### config.mk
export PLATFORM = sky130hd
export DESIGN_NAME = pwr_mode_seq
export DESIGN_NICKNAME = d
export VERILOG_FILES = /design/src/rtl/pwr_mode_pkg.sv /design/src/rtl/pms_tick_timer.sv /design/src/rtl/pms_irq_guard.sv /design/src/rtl/pms_mode_fsm.sv /design/src/rtl/pwr_mode_seq.sv
export SDC_FILE = /design/constraint.sdc
export NUM_CORES = 1
export LEC_CHECK = 0
export BUFFER_PORTS_ARGS = -buffer_cell sky130_fd_sc_hd__buf_2
export CELL_PAD_IN_SITES_DETAIL_PLACEMENT = 0
export CELL_PAD_IN_SITES_GLOBAL_PLACEMENT = 1
export CORE_UTILIZATION = 35
export CTS_CLUSTER_SIZE = 16
export DETAILED_ROUTE_END_ITERATION = 8
export GPL_ROUTABILITY_DRIVEN = 0
export GPL_TIMING_DRIVEN = 0
export HOLD_SLACK_MARGIN = 0.05
export PLACE_DENSITY_LB_ADDON = 0.05
export SYNTH_ARGS = -nofsm -noshare
export SYNTH_HDL_FRONTEND = slang
export SYNTH_SLANG_ARGS = --single-unit
export TNS_END_PERCENT = 1
### constraint.sdc
create_clock -name clk -period 2.66 [get_ports clk]
set_input_delay 0.266 -clock clk [delete_from_list [all_inputs] [get_ports clk]]
set_output_delay 0.266 -clock clk [all_outputs]
set_load 0.02 [all_outputs]
### src/rtl/pwr_mode_pkg.sv
package pwr_mode_pkg;

   typedef enum logic [2:0] {
      MODE_STARTUP  = 3'd0,
      MODE_RESTART  = 3'd1,
      MODE_FAILSAFE = 3'd2,
      MODE_NORMAL   = 3'd3,
      MODE_FLASH    = 3'd4
   } mode_e;

   typedef enum logic [2:0] {
      SRC_POWERON    = 3'd0,
      SRC_WDOG       = 3'd1,
      SRC_IRQ_TMO    = 3'd2,
      SRC_WAKE       = 3'd3,
      SRC_START_FAIL = 3'd4
   } rsrc_e;

   typedef enum logic [2:0] {
      ST_SU_HOLD,
      ST_SU_WAIT,
      ST_RS_HOLD,
      ST_RS_WAIT,
      ST_FS_IDLE,
      ST_FS_DELAY,
      ST_RUN_NORMAL,
      ST_RUN_FLASH
   } state_e;

endpackage

### src/rtl/pms_tick_timer.sv
// Tick-paced down counter. It is reloaded when a state is entered and
// reports expiry once it has reached zero.
module pms_tick_timer #(
   parameter int unsigned CNT_W = 8,
   parameter int unsigned INIT  = 1
) (
   input  logic             clk,
   input  logic             rst_n,
   input  logic             tick,
   input  logic             load,
   input  logic [CNT_W-1:0] load_val,
   output logic [CNT_W-1:0] cnt,
   output logic             expired
);

   always_ff @(posedge clk or negedge rst_n) begin
      if (!rst_n)
         cnt <= CNT_W'(INIT);
      else if (load)
         cnt <= load_val;
      else if (tick && cnt != '0)
         cnt <= cnt - 1'b1;
   end

   assign expired = (cnt == '0);

endmodule

### src/rtl/pms_irq_guard.sv
// Counts ticks while an interrupt is left unacknowledged in an operating mode.
module pms_irq_guard #(
   parameter int unsigned TMO_TICKS = 32
) (
   input  logic clk,
   input  logic rst_n,
   input  logic tick,
   input  logic armed,
   input  logic irq_pending,
   input  logic irq_ack,
   output logic timeout
);

   localparam int unsigned IW = $clog2(TMO_TICKS + 1);

   logic [IW-1:0] icnt;

   always_ff @(posedge clk or negedge rst_n) begin
      if (!rst_n)
         icnt <= '0;
      else if (!armed || !irq_pending || irq_ack)
         icnt <= '0;
      else if (tick && icnt != IW'(TMO_TICKS))
         icnt <= icnt + 1'b1;
   end

   assign timeout = (icnt == IW'(TMO_TICKS));

endmodule

### src/rtl/pms_mode_fsm.sv
module pms_mode_fsm
   import pwr_mode_pkg::*;
#(
   parameter int unsigned CNT_W       = 8,
   parameter int unsigned SHORT_TICKS = 20,
   parameter int unsigned LONG_TICKS  = 140,
   parameter int unsigned FSD_TICKS   = 50,
   parameter bit          FLASH_EN    = 1'b1
) (
   input  logic             clk,
   input  logic             rst_n,
   input  logic             tmr_expired,
   input  logic             irq_timeout,
   input  logic             wake_bus,
   input  logic             wake_pin,
   input  logic             osc_ok,
   input  logic             vreg_ok,
   input  logic             wd_init_ok,
   input  logic             wd_init_fail,
   input  logic             wd_fault,
   input  logic             long_rst_cfg,
   input  logic             flash_sel,
   output logic             tmr_load,
   output logic [CNT_W-1:0] tmr_val,
   output state_e           state,
   output rsrc_e            rst_src,
   output logic             operating
);

   state_e     state_nxt, run_target;
   rsrc_e      src_nxt;
   logic [CNT_W-1:0] start_len;

   generate
      if (FLASH_EN) begin : g_flash
         assign run_target = flash_sel ? ST_RUN_FLASH : ST_RUN_NORMAL;
      end else begin : g_noflash
         assign run_target = ST_RUN_NORMAL;
      end
   endgenerate

   assign start_len = long_rst_cfg ? CNT_W'(LONG_TICKS) : CNT_W'(SHORT_TICKS);
   assign operating = (state == ST_RUN_NORMAL) || (state == ST_RUN_FLASH);

   always_comb begin
      state_nxt = state;
      src_nxt   = rst_src;
      tmr_load  = 1'b0;
      tmr_val   = start_len;
      unique case (state)
         ST_SU_HOLD:
            if (tmr_expired) state_nxt = ST_SU_WAIT;
         ST_SU_WAIT:
            if (wd_init_ok) begin
               state_nxt = run_target;
            end else if (wd_init_fail) begin
               state_nxt = ST_RS_HOLD;
               src_nxt   = SRC_START_FAIL;
               tmr_load  = 1'b1;
               tmr_val   = CNT_W'(LONG_TICKS);
            end
         ST_RS_HOLD:
            if (tmr_expired) begin
               if (vreg_ok) begin
                  state_nxt = ST_RS_WAIT;
               end else begin
                  state_nxt = ST_FS_IDLE;
                  src_nxt   = SRC_START_FAIL;
               end
            end
         ST_RS_WAIT:
            if (wd_init_ok) begin
               state_nxt = ST_RUN_NORMAL;
            end else if (wd_init_fail) begin
               state_nxt = ST_FS_IDLE;
               src_nxt   = SRC_START_FAIL;
            end
         ST_FS_IDLE:
            if ((wake_bus || wake_pin) && osc_ok) begin
               state_nxt = ST_FS_DELAY;
               tmr_load  = 1'b1;
               tmr_val   = CNT_W'(FSD_TICKS);
            end
         ST_FS_DELAY:
            if (tmr_expired) begin
               state_nxt = ST_SU_HOLD;
               src_nxt   = SRC_WAKE;
               tmr_load  = 1'b1;
            end
         ST_RUN_NORMAL, ST_RUN_FLASH:
            if (wd_fault) begin
               state_nxt = ST_SU_HOLD;
               src_nxt   = SRC_WDOG;
               tmr_load  = 1'b1;
            end else if (irq_timeout) begin
               state_nxt = ST_SU_HOLD;
               src_nxt   = SRC_IRQ_TMO;
               tmr_load  = 1'b1;
            end
         default: state_nxt = ST_SU_HOLD;
      endcase
   end

   always_ff @(posedge clk or negedge rst_n) begin
      if (!rst_n) begin
         state   <= ST_SU_HOLD;
         rst_src <= SRC_POWERON;
      end else begin
         state   <= state_nxt;
         rst_src <= src_nxt;
      end
   end

endmodule

### src/rtl/pwr_mode_seq.sv
module pwr_mode_seq
   import pwr_mode_pkg::*;
#(
   parameter int unsigned SHORT_TICKS   = 20,
   parameter int unsigned LONG_TICKS    = 140,
   parameter int unsigned FSD_TICKS     = 50,
   parameter int unsigned IRQ_TMO_TICKS = 32,
   parameter bit          FLASH_EN      = 1'b1
) (
   input  logic       clk,
   input  logic       rst_n,
   input  logic       tick,
   input  logic       wake_bus,
   input  logic       wake_pin,
   input  logic       osc_ok,
   input  logic       vreg_ok,
   input  logic       wd_init_ok,
   input  logic       wd_init_fail,
   input  logic       wd_fault,
   input  logic       irq_pending,
   input  logic       irq_ack,
   input  logic       long_rst_cfg,
   input  logic       flash_sel,
   output logic       rst_out_n,
   output logic [2:0] rst_src,
   output logic [2:0] mode
);

   localparam int unsigned MAX_CNT = (LONG_TICKS > FSD_TICKS) ? LONG_TICKS : FSD_TICKS;
   localparam int unsigned CNT_W   = $clog2(MAX_CNT + 1);

   generate
      if (SHORT_TICKS == 0 || LONG_TICKS < SHORT_TICKS) begin : g_bad_len
         $error("reset lengths: need 0 < SHORT_TICKS <= LONG_TICKS");
      end
      if (FSD_TICKS == 0 || IRQ_TMO_TICKS == 0) begin : g_bad_delay
         $error("delay and timeout tick counts must be non-zero");
      end
   endgenerate

   state_e           state;
   rsrc_e            src_q;
   logic             tmr_load, tmr_expired, irq_timeout, operating;
   logic [CNT_W-1:0] tmr_val, tmr_cnt;

   pms_tick_timer #(.CNT_W(CNT_W), .INIT(LONG_TICKS)) u_timer (
      .clk      (clk),
      .rst_n    (rst_n),
      .tick     (tick),
      .load     (tmr_load),
      .load_val (tmr_val),
      .cnt      (tmr_cnt),
      .expired  (tmr_expired)
   );

   pms_irq_guard #(.TMO_TICKS(IRQ_TMO_TICKS)) u_irq (
      .clk         (clk),
      .rst_n       (rst_n),
      .tick        (tick),
      .armed       (operating),
      .irq_pending (irq_pending),
      .irq_ack     (irq_ack),
      .timeout     (irq_timeout)
   );

   pms_mode_fsm #(
      .CNT_W       (CNT_W),
      .SHORT_TICKS (SHORT_TICKS),
      .LONG_TICKS  (LONG_TICKS),
      .FSD_TICKS   (FSD_TICKS),
      .FLASH_EN    (FLASH_EN)
   ) u_fsm (
      .clk          (clk),
      .rst_n        (rst_n),
      .tmr_expired  (tmr_expired),
      .irq_timeout  (irq_timeout),
      .wake_bus     (wake_bus),
      .wake_pin     (wake_pin),
      .osc_ok       (osc_ok),
      .vreg_ok      (vreg_ok),
      .wd_init_ok   (wd_init_ok),
      .wd_init_fail (wd_init_fail),
      .wd_fault     (wd_fault),
      .long_rst_cfg (long_rst_cfg),
      .flash_sel    (flash_sel),
      .tmr_load     (tmr_load),
      .tmr_val      (tmr_val),
      .state        (state),
      .rst_src      (src_q),
      .operating    (operating)
   );

   always_comb begin
      unique case (state)
         ST_SU_HOLD, ST_SU_WAIT:   mode = MODE_STARTUP;
         ST_RS_HOLD, ST_RS_WAIT:   mode = MODE_RESTART;
         ST_FS_IDLE, ST_FS_DELAY:  mode = MODE_FAILSAFE;
         ST_RUN_NORMAL:            mode = MODE_NORMAL;
         ST_RUN_FLASH:             mode = MODE_FLASH;
         default:                  mode = MODE_STARTUP;
      endcase
   end

   assign rst_out_n = (state == ST_SU_WAIT) || (state == ST_RS_WAIT) || operating;
   assign rst_src   = src_q;

endmodule

==> results by group, run 1 <==
Status
  – Status: completed

Routing
  – WL met3: 130 um
  – Via count: 1263
  – Wl on met1: 1610 um
  – Initial DRC count: 56
  – Drt drc: 0
  – DR vias/cell: 5.69
  – Met2 Routed Length: 1570 um
  – Pre-antenna DRT Iters: 4
  – Routed WL: 3360 um
  – WL/cell: 15.1 um
  – Uppermost layer routed: met4
  – Routed Antenna Nets: 0

Placed design
  – DP HPWL: 2530 um
  – I/O Buffers: 20

Synthesis
  – Synth warn: 0
  – Cell variety after synth: 53
  – Main synth FF type: dfrtp_1
  – FFs w/ async S/R, synth: 100%
  – Syn Area/Cell: 9.21 um2
  – Post-synth top area share: 31.0%
  – Top cells by area, synth: dfrtp_1, dfstp_2, ha_1
  – Synth Register Bits: 20
  – Post-synth EDFFs: 0
  – Mapped Cells: 149
  – Sequential share of the synthesized area: 36.7%
  – Cell accounting for the most synthesized area: dfrtp_1
  – Syn_nets: 167
  – Synth Cell Area: 0.00137 mm2

Timing
  – Max frequency: 404 MHz
  – Fin Setup TNS: 0 ns
  – Final Cycle Share: 93.1%
  – Slew headroom: 43.2%
  – Final setup vio count: 0
  – Final Hold Slack: 0.326 ns
  – Fin. max-slew vios: 0
  – Final hold violations: 0
  – Worst slew pin tran: 0.849 ns
  – Min Tclk post-route: 2.48 ns
  – Post-route clock skew: 0.00241 ns
  – RSZ-0062 raised after global routing: no

Clock tree
  – H-tree depth: 1
  – Clock Sink Count: 20
  – Clock Tree Buf Depth: 2
  – Reg clk slew, reported paths: 0.08 ns
  – CTS tree: done
  – CTS root buf: clkbuf_8
  – Cts bufs inserted: 3
  – Clock latency on the worst-skew pair: 0.26 ns

Critical path
  – CP required: 2.81 ns
  – FF-to-FF Start: u_timer.cnt[0]$_DFFE_PN0P_
  – CP endpoint kind: register
  – CP startpoint: u_timer.cnt[0]$_DFFE_PN0P_
  – Crit path max fanout: 7
  – Startpoint types: register
  – Crit-path cells: inv_1 -> ha_1 -> nor4b_2 -> a22oi_1 -> nor4_2 -> mux2_1
  – CP max stage delay: 0.61 ns
  – CP max-delay cell: nor4b_2
  – Worst EP arrival: 2.63 ns
  – Setup CP Type: register to register

Floorplanning
  – Core ar.: 0.00372 mm2
  – # rows: 22
  – Full die area: 0.00418 mm2
  – I/O Pins: 21
  – Starting Density: 36.9%
  – Die height: 64.6 um
  – Chip width: 64.6 um

Global route
  – Largest net degree at the start of global routing: 21
  – First-pass GRT wire length: 5770 um
  – Vias in the first global route: 1220
  – Antenna violations before repair: 0
  – Grt ovf: 0
  – Total GRT Usage: 18.1%

Worst hold path
  – Hold WC Path Type: input port to register
  – Hold path start: wd_fault

Finish
  – # diodes: 0
  – Nets: 193
  – Area of the multi-input gates: 825 um2
  – # fillers: 387
  – Register area: 504 um2
  – Layout cells sized above 1: 20.7%
  – Layout overhead on the synthesized area: 16.9%
  – Utilization after layout: 43.2%

Power and ir drop
  – Power Density: 986 mW/mm2
  – Design Power: 1.58 mW
  – Max VDD drop: 0.000334 V
  – Leakage: 0.669 nW

Run
  – Max Cap Violations: 0
worst max-delay path, delay by kind of cell, from the launching register on:
kind	cells	cell delay, ns
simple gates	2	1.02
flops	1	0.40
mux	1	0.36
compound gates	1	0.24
fa+ha+maj	1	0.23
buf+inv	1	0.12
synth_stat cells, drive strengths merged (3+ instances only):
| master | count |
|---|---|
| a21oi | 7 |
| or3 | 4 |
| xor2 | 4 |
| nor4b | 3 |
| o21ai | 6 |
| dfstp | 3 |
| nand3 | 4 |
| clkbuf | 4 |
| and2 | 3 |
| mux2i | 3 |
| nor2 | 11 |
| o211ai | 6 |
| a31oi | 4 |
| dfrtp | 17 |
| inv | 8 |
| o211a | 3 |
| nand2 | 5 |
| ha | 4 |
| o21bai | 3 |
| nand2b | 3 |
| o21a | 3 |
| nor3 | 5 |
cell type report:
class                           instances  share of cell area (%)
Buffer                                  5                    1.25
Clock buffer                            4                    3.43
Inverter                                8                    1.87
Multi-Input combinational cell        116                    51.4
Sequential cell                        20                    31.4
Tap cell                               48                    3.74
Timing Repair Buffer                   21                    6.86
where the power goes:
group | internal [mW] | switching [mW]
sequential | 0.421 | 0.101
clock | 0.132 | 0.107
combinational | 0.350 | 0.471
kinds of logic after synthesis:
| family | synth area share, % |
|---|---|
| AND/OR/NAND/NOR | 26.4 |
| AO/OA/AOI/OAI | 21.9 |
| flip-flops | 36.7 |
| buffers and inverters | 3.65 |
| XOR/XNOR | 3.83 |
| multiplexers | 3.83 |
| adder cells (fa/ha/maj) | 3.65 |
final timing paths:
| path | slack, ns | end | cells past startpoint |
|---|---|---|---|
| min reg2reg | 0.49 | u_fsm.rst_src[1]$_DFFE_PN0P_ | 1 |
| max | 0.18 | u_fsm.rst_src[1]$_DFFE_PN0P_ | 6 |
| min in group asynchronous | 0.49 | u_timer.cnt[4]$_DFFE_PN0P_ | 2 |
| min | 0.33 | u_fsm.rst_src[0]$_DFFE_PN0P_ | 3 |
| max reg2reg | 0.18 | u_fsm.rst_src[1]$_DFFE_PN0P_ | 6 |
| max in group asynchronous | 1.83 | u_timer.cnt[7]$_DFFE_PN1P_ | 2 |
layer usage:
| layer | vias to the layer above | GRT usage, % |
|---|---|---|
| met4 | 0 | 6.67 |
| li1 | 616 | - |
| met5 | - | 0 |
| met2 | 30 | 28.2 |
| met1 | 612 | 24.8 |
| met3 | 5 | 3.35 |
state kept, by name (all words and copies together), names as in the netlist:
name           flops
u_timer.cnt        8
u_fsm.state        3
u_fsm.rst_src      3
u_irq.icnt         6
repair_timing:
action	4_1_cts	5_1_grt
resized for setup	0	0
hold buffers	1	0
endpoints found under the hold margin	17	0
setup buffers	0	0
per-stage QoR:
stage	setup slack, ns	cell area, um2	cells
floorplan	0.614	1370	149
global placement	0.211	1530	217
detailed placement	0.204	1530	217
CTS	0.188	1600	222
global route	0.0137	1600	222
finish	0.183	1600	222
placed cells by master, fill, tap and decap left out, drive strengths merged, types with 3 or more instances in the layout:
cell    instances
buf            21
dfrtp          17
nor2           11
inv             8
clkbuf          8
a21oi           7
o211ai          6
o21ai           6
nand2           5
nor3            5
or3             4
nand3           4
a31oi           4
xor2            4
ha              4
nand2b          3
mux2i           3
o21bai          3
o211a           3
o21a            3
dfstp           3
nor4b           3
and2            3
(Power assumes the default switching activity.)
==> run 2: changes to the inputs <==
- PLACE_DENSITY: not set -> 0.73
- PLACE_DENSITY_LB_ADDON: 0.05 -> not set
==> run 2 against run 1 <==
Sequential power up 0.8%. Sequential share of layout area down 0.17 points. Core utilization up 0.24 points. Clock power about the same. Final area up 0.55%. Critical path depth unchanged. Hold slack better by 0.0085 ns. Worst setup slack better by 0.23 ns. Global-route usage down 0.37 points. Total power up 0.52%. Largest power group unchanged.
==> results by group, run 2 (synthesis gave the netlist of run 1 again) <==
Finish
  – Nets: 193 (unchanged)
  – Final std cells w/o fill: 222 (unchanged)
  – Most common cell after layout, fill and taps aside: buf_2
  – Design area: 0.00161 mm2 (+0.55%)
  – # fillers: 382 (-1.3%)
  – Layout overhead on the synthesized area: 17.5%
  – Most frequent cells in the layout: buf_2, dfrtp_1, nor2_1
  – # diodes: 0 (unchanged)
  – Layout cells sized above 1: 20.7% (unchanged)
  – Largest register FFs: 8 (unchanged)
  – Most flops, register: u_timer.cnt
  – Largest registers: u_timer.cnt (8), u_irq.icnt (6)

Floorplanning
  – # rows: 22 (unchanged)
  – Core ar.: 0.00372 mm2 (unchanged)
  – Full die area: 0.00418 mm2 (unchanged)
  – Chip width: 64.6 um (unchanged)
  – I/O Pins: 21 (unchanged)
  – Starting Density: 36.9% (unchanged)
  – Die height: 64.6 um (unchanged)

Routing
  – WL met3: 98 um (-25%)
  – Via count: 1230 (-2.6%)
  – Initial DRC count: 83 (+48%)
  – Pre-antenna DRT Iters: 4 (unchanged)
  – Uppermost layer routed: met4
  – Routed Antenna Nets: 0 (unchanged)
  – Met2 Routed Length: 1570 um (+0.13%)
  – Routed WL: 3220 um (-4.0%)
  – Drt drc: 0 (unchanged)
  – Wl on met1: 1510 um (-6.2%)
  – WL/cell: 14.5 um (-4.0%)
  – DR vias/cell: 5.54 (-2.6%)

Timing
  – Worst slew pin tran: 0.807 ns (-0.0421 ns)
  – Final hold violations: 0 (unchanged)
  – Min Tclk post-route: 2.25 ns (-0.227 ns)
  – Post-route clock skew: 0.00327 ns (+0.000855 ns)
  – Worst setup margin: 0.410 ns (+0.227 ns)
  – Final Cycle Share: 84.6% (-8.5 points)
  – RSZ-0062 raised after global routing: no
  – Slew headroom: 45.8% (+2.5 points)
  – Final setup vio count: 0 (unchanged)
  – Max frequency: 444 MHz (+10%)
  – Fin Setup TNS: 0 ns (unchanged)
  – Fin. max-slew vios: 0 (unchanged)

Run
  – Max Cap Violations: 0 (unchanged)

Global route
  – Antenna violations before repair: 0 (unchanged)
  – Vias in the first global route: 1206 (-1.1%)
  – Grt ovf: 0 (unchanged)
  – First-pass GRT wire length: 5680 um (-1.6%)
  – Largest net degree at the start of global routing: 21 (unchanged)
  – Total GRT Usage: 17.7% (-0.37 points)

Clock tree
  – CTS root buf: clkbuf_8
  – Clock Tree Buf Depth: 2 (unchanged)
  – Reg clk slew, reported paths: 0.08 ns (about the same)
  – Clock Sink Count: 20 (unchanged)
  – Postcts setup bufs: 0 (unchanged)
  – CTS tree: done
  – Clock latency on the worst-skew pair: 0.26 ns (about the same)
  – Cts bufs inserted: 3 (unchanged)
  – H-tree depth: 1 (unchanged)

Placed design
  – DP HPWL: 2450 um (-3.0%)
  – Place WS: 0.214 ns (+0.00919 ns)
  – Placed cells: 217 (unchanged)
  – I/O Buffers: 20 (unchanged)
  – Post-DP Area: 0.00153 mm2 (unchanged)

Worst hold path
  – Hold WC Path Type: input port to register

Status
  – Status: completed

Critical path
  – Crit path max fanout: 7 (unchanged)
  – Worst EP arrival: 2.40 ns (-0.23 ns)
  – CP required: 2.81 ns (about the same)
  – Startpoint types: register
  – CP endpoint kind: register
  – Setup CP Type: register to register

Power and ir drop
  – Power Density: 986 mW/mm2 (about the same)
  – Design Power: 1.59 mW (+0.52%)
  – Leakage: 0.672 nW (+0.43%)
  – Max VDD drop: 0.000227 V (-32%)
-- run 2: cell counts in the layout (fill, tap and decap cells not counted) --
No cell type changed its count.
-- run 2: through the flow --
stage | hold WS [ns] | utilization (%)
floorplan | -0.0296 | -
finish | 0.335 | 43.4
global route | 0.365 | 43.4
global placement | 0.248 | 41.2
detailed placement | 0.248 | 41.2
CTS | 0.333 | 43.0
-- run 2: routing by layer --
layer  track usage, %  up-vias
li1                 -      613
met1             22.8      594
met2             29.6       19
met3             3.35        4
met4             5.83        0
met5                0        -
-- run 2: power breakdown --
group          switching, mW  leakage, nW  total [mW]  internal (mW)
sequential             0.105        0.244       0.526          0.421
combinational          0.466        0.399       0.825          0.359
clock                  0.107       0.0288       0.239          0.132
-- run 2: worst max-delay path, cell delays in order (launching register included) --
cell     delay, ns
dfrtp_1       0.40
inv_1         0.12
ha_1          0.23
nor4b_4       0.42
a22oi_1       0.17
nor4_2        0.43
mux2_1        0.36
-- run 2: area by class of cell --
cell class,count,area [um2],share of cell area [%]
plain buffers,5,20.0,1.24
clock buffers,4,55.1,3.41
inverters,8,30.0,1.86
multi-input cells,116,833,51.7
flip-flops and latches,20,504,31.3
well taps,48,60.1,3.72
repair buffers,21,110,6.83
-- run 2: repair_timing --
item                                    CTS  global route
gates resized for setup                   0             1
hold buffers                              1             0
endpoints found under the setup margin    0             1
endpoints found under the hold margin    17             0
-- run 2: final timing paths --
check,endpoint,slack (ns),cells past startpoint,startpoint
setup / recovery,u_fsm.rst_src[1]$_DFFE_PN0P_,0.41,6,u_timer.cnt[0]$_DFFE_PN0P_
hold / removal,u_fsm.rst_src[0]$_DFFE_PN0P_,0.33,3,wd_fault
setup reg to reg,u_fsm.rst_src[1]$_DFFE_PN0P_,0.41,6,u_timer.cnt[0]$_DFFE_PN0P_
hold reg to reg,u_fsm.rst_src[1]$_DFFE_PN0P_,0.49,1,u_fsm.rst_src[1]$_DFFE_PN0P_
max in group asynchronous,u_timer.cnt[2]$_DFFE_PN1P_,1.83,2,rst_n
min in group asynchronous,u_fsm.state[0]$_DFFE_PN0P_,0.49,2,rst_n
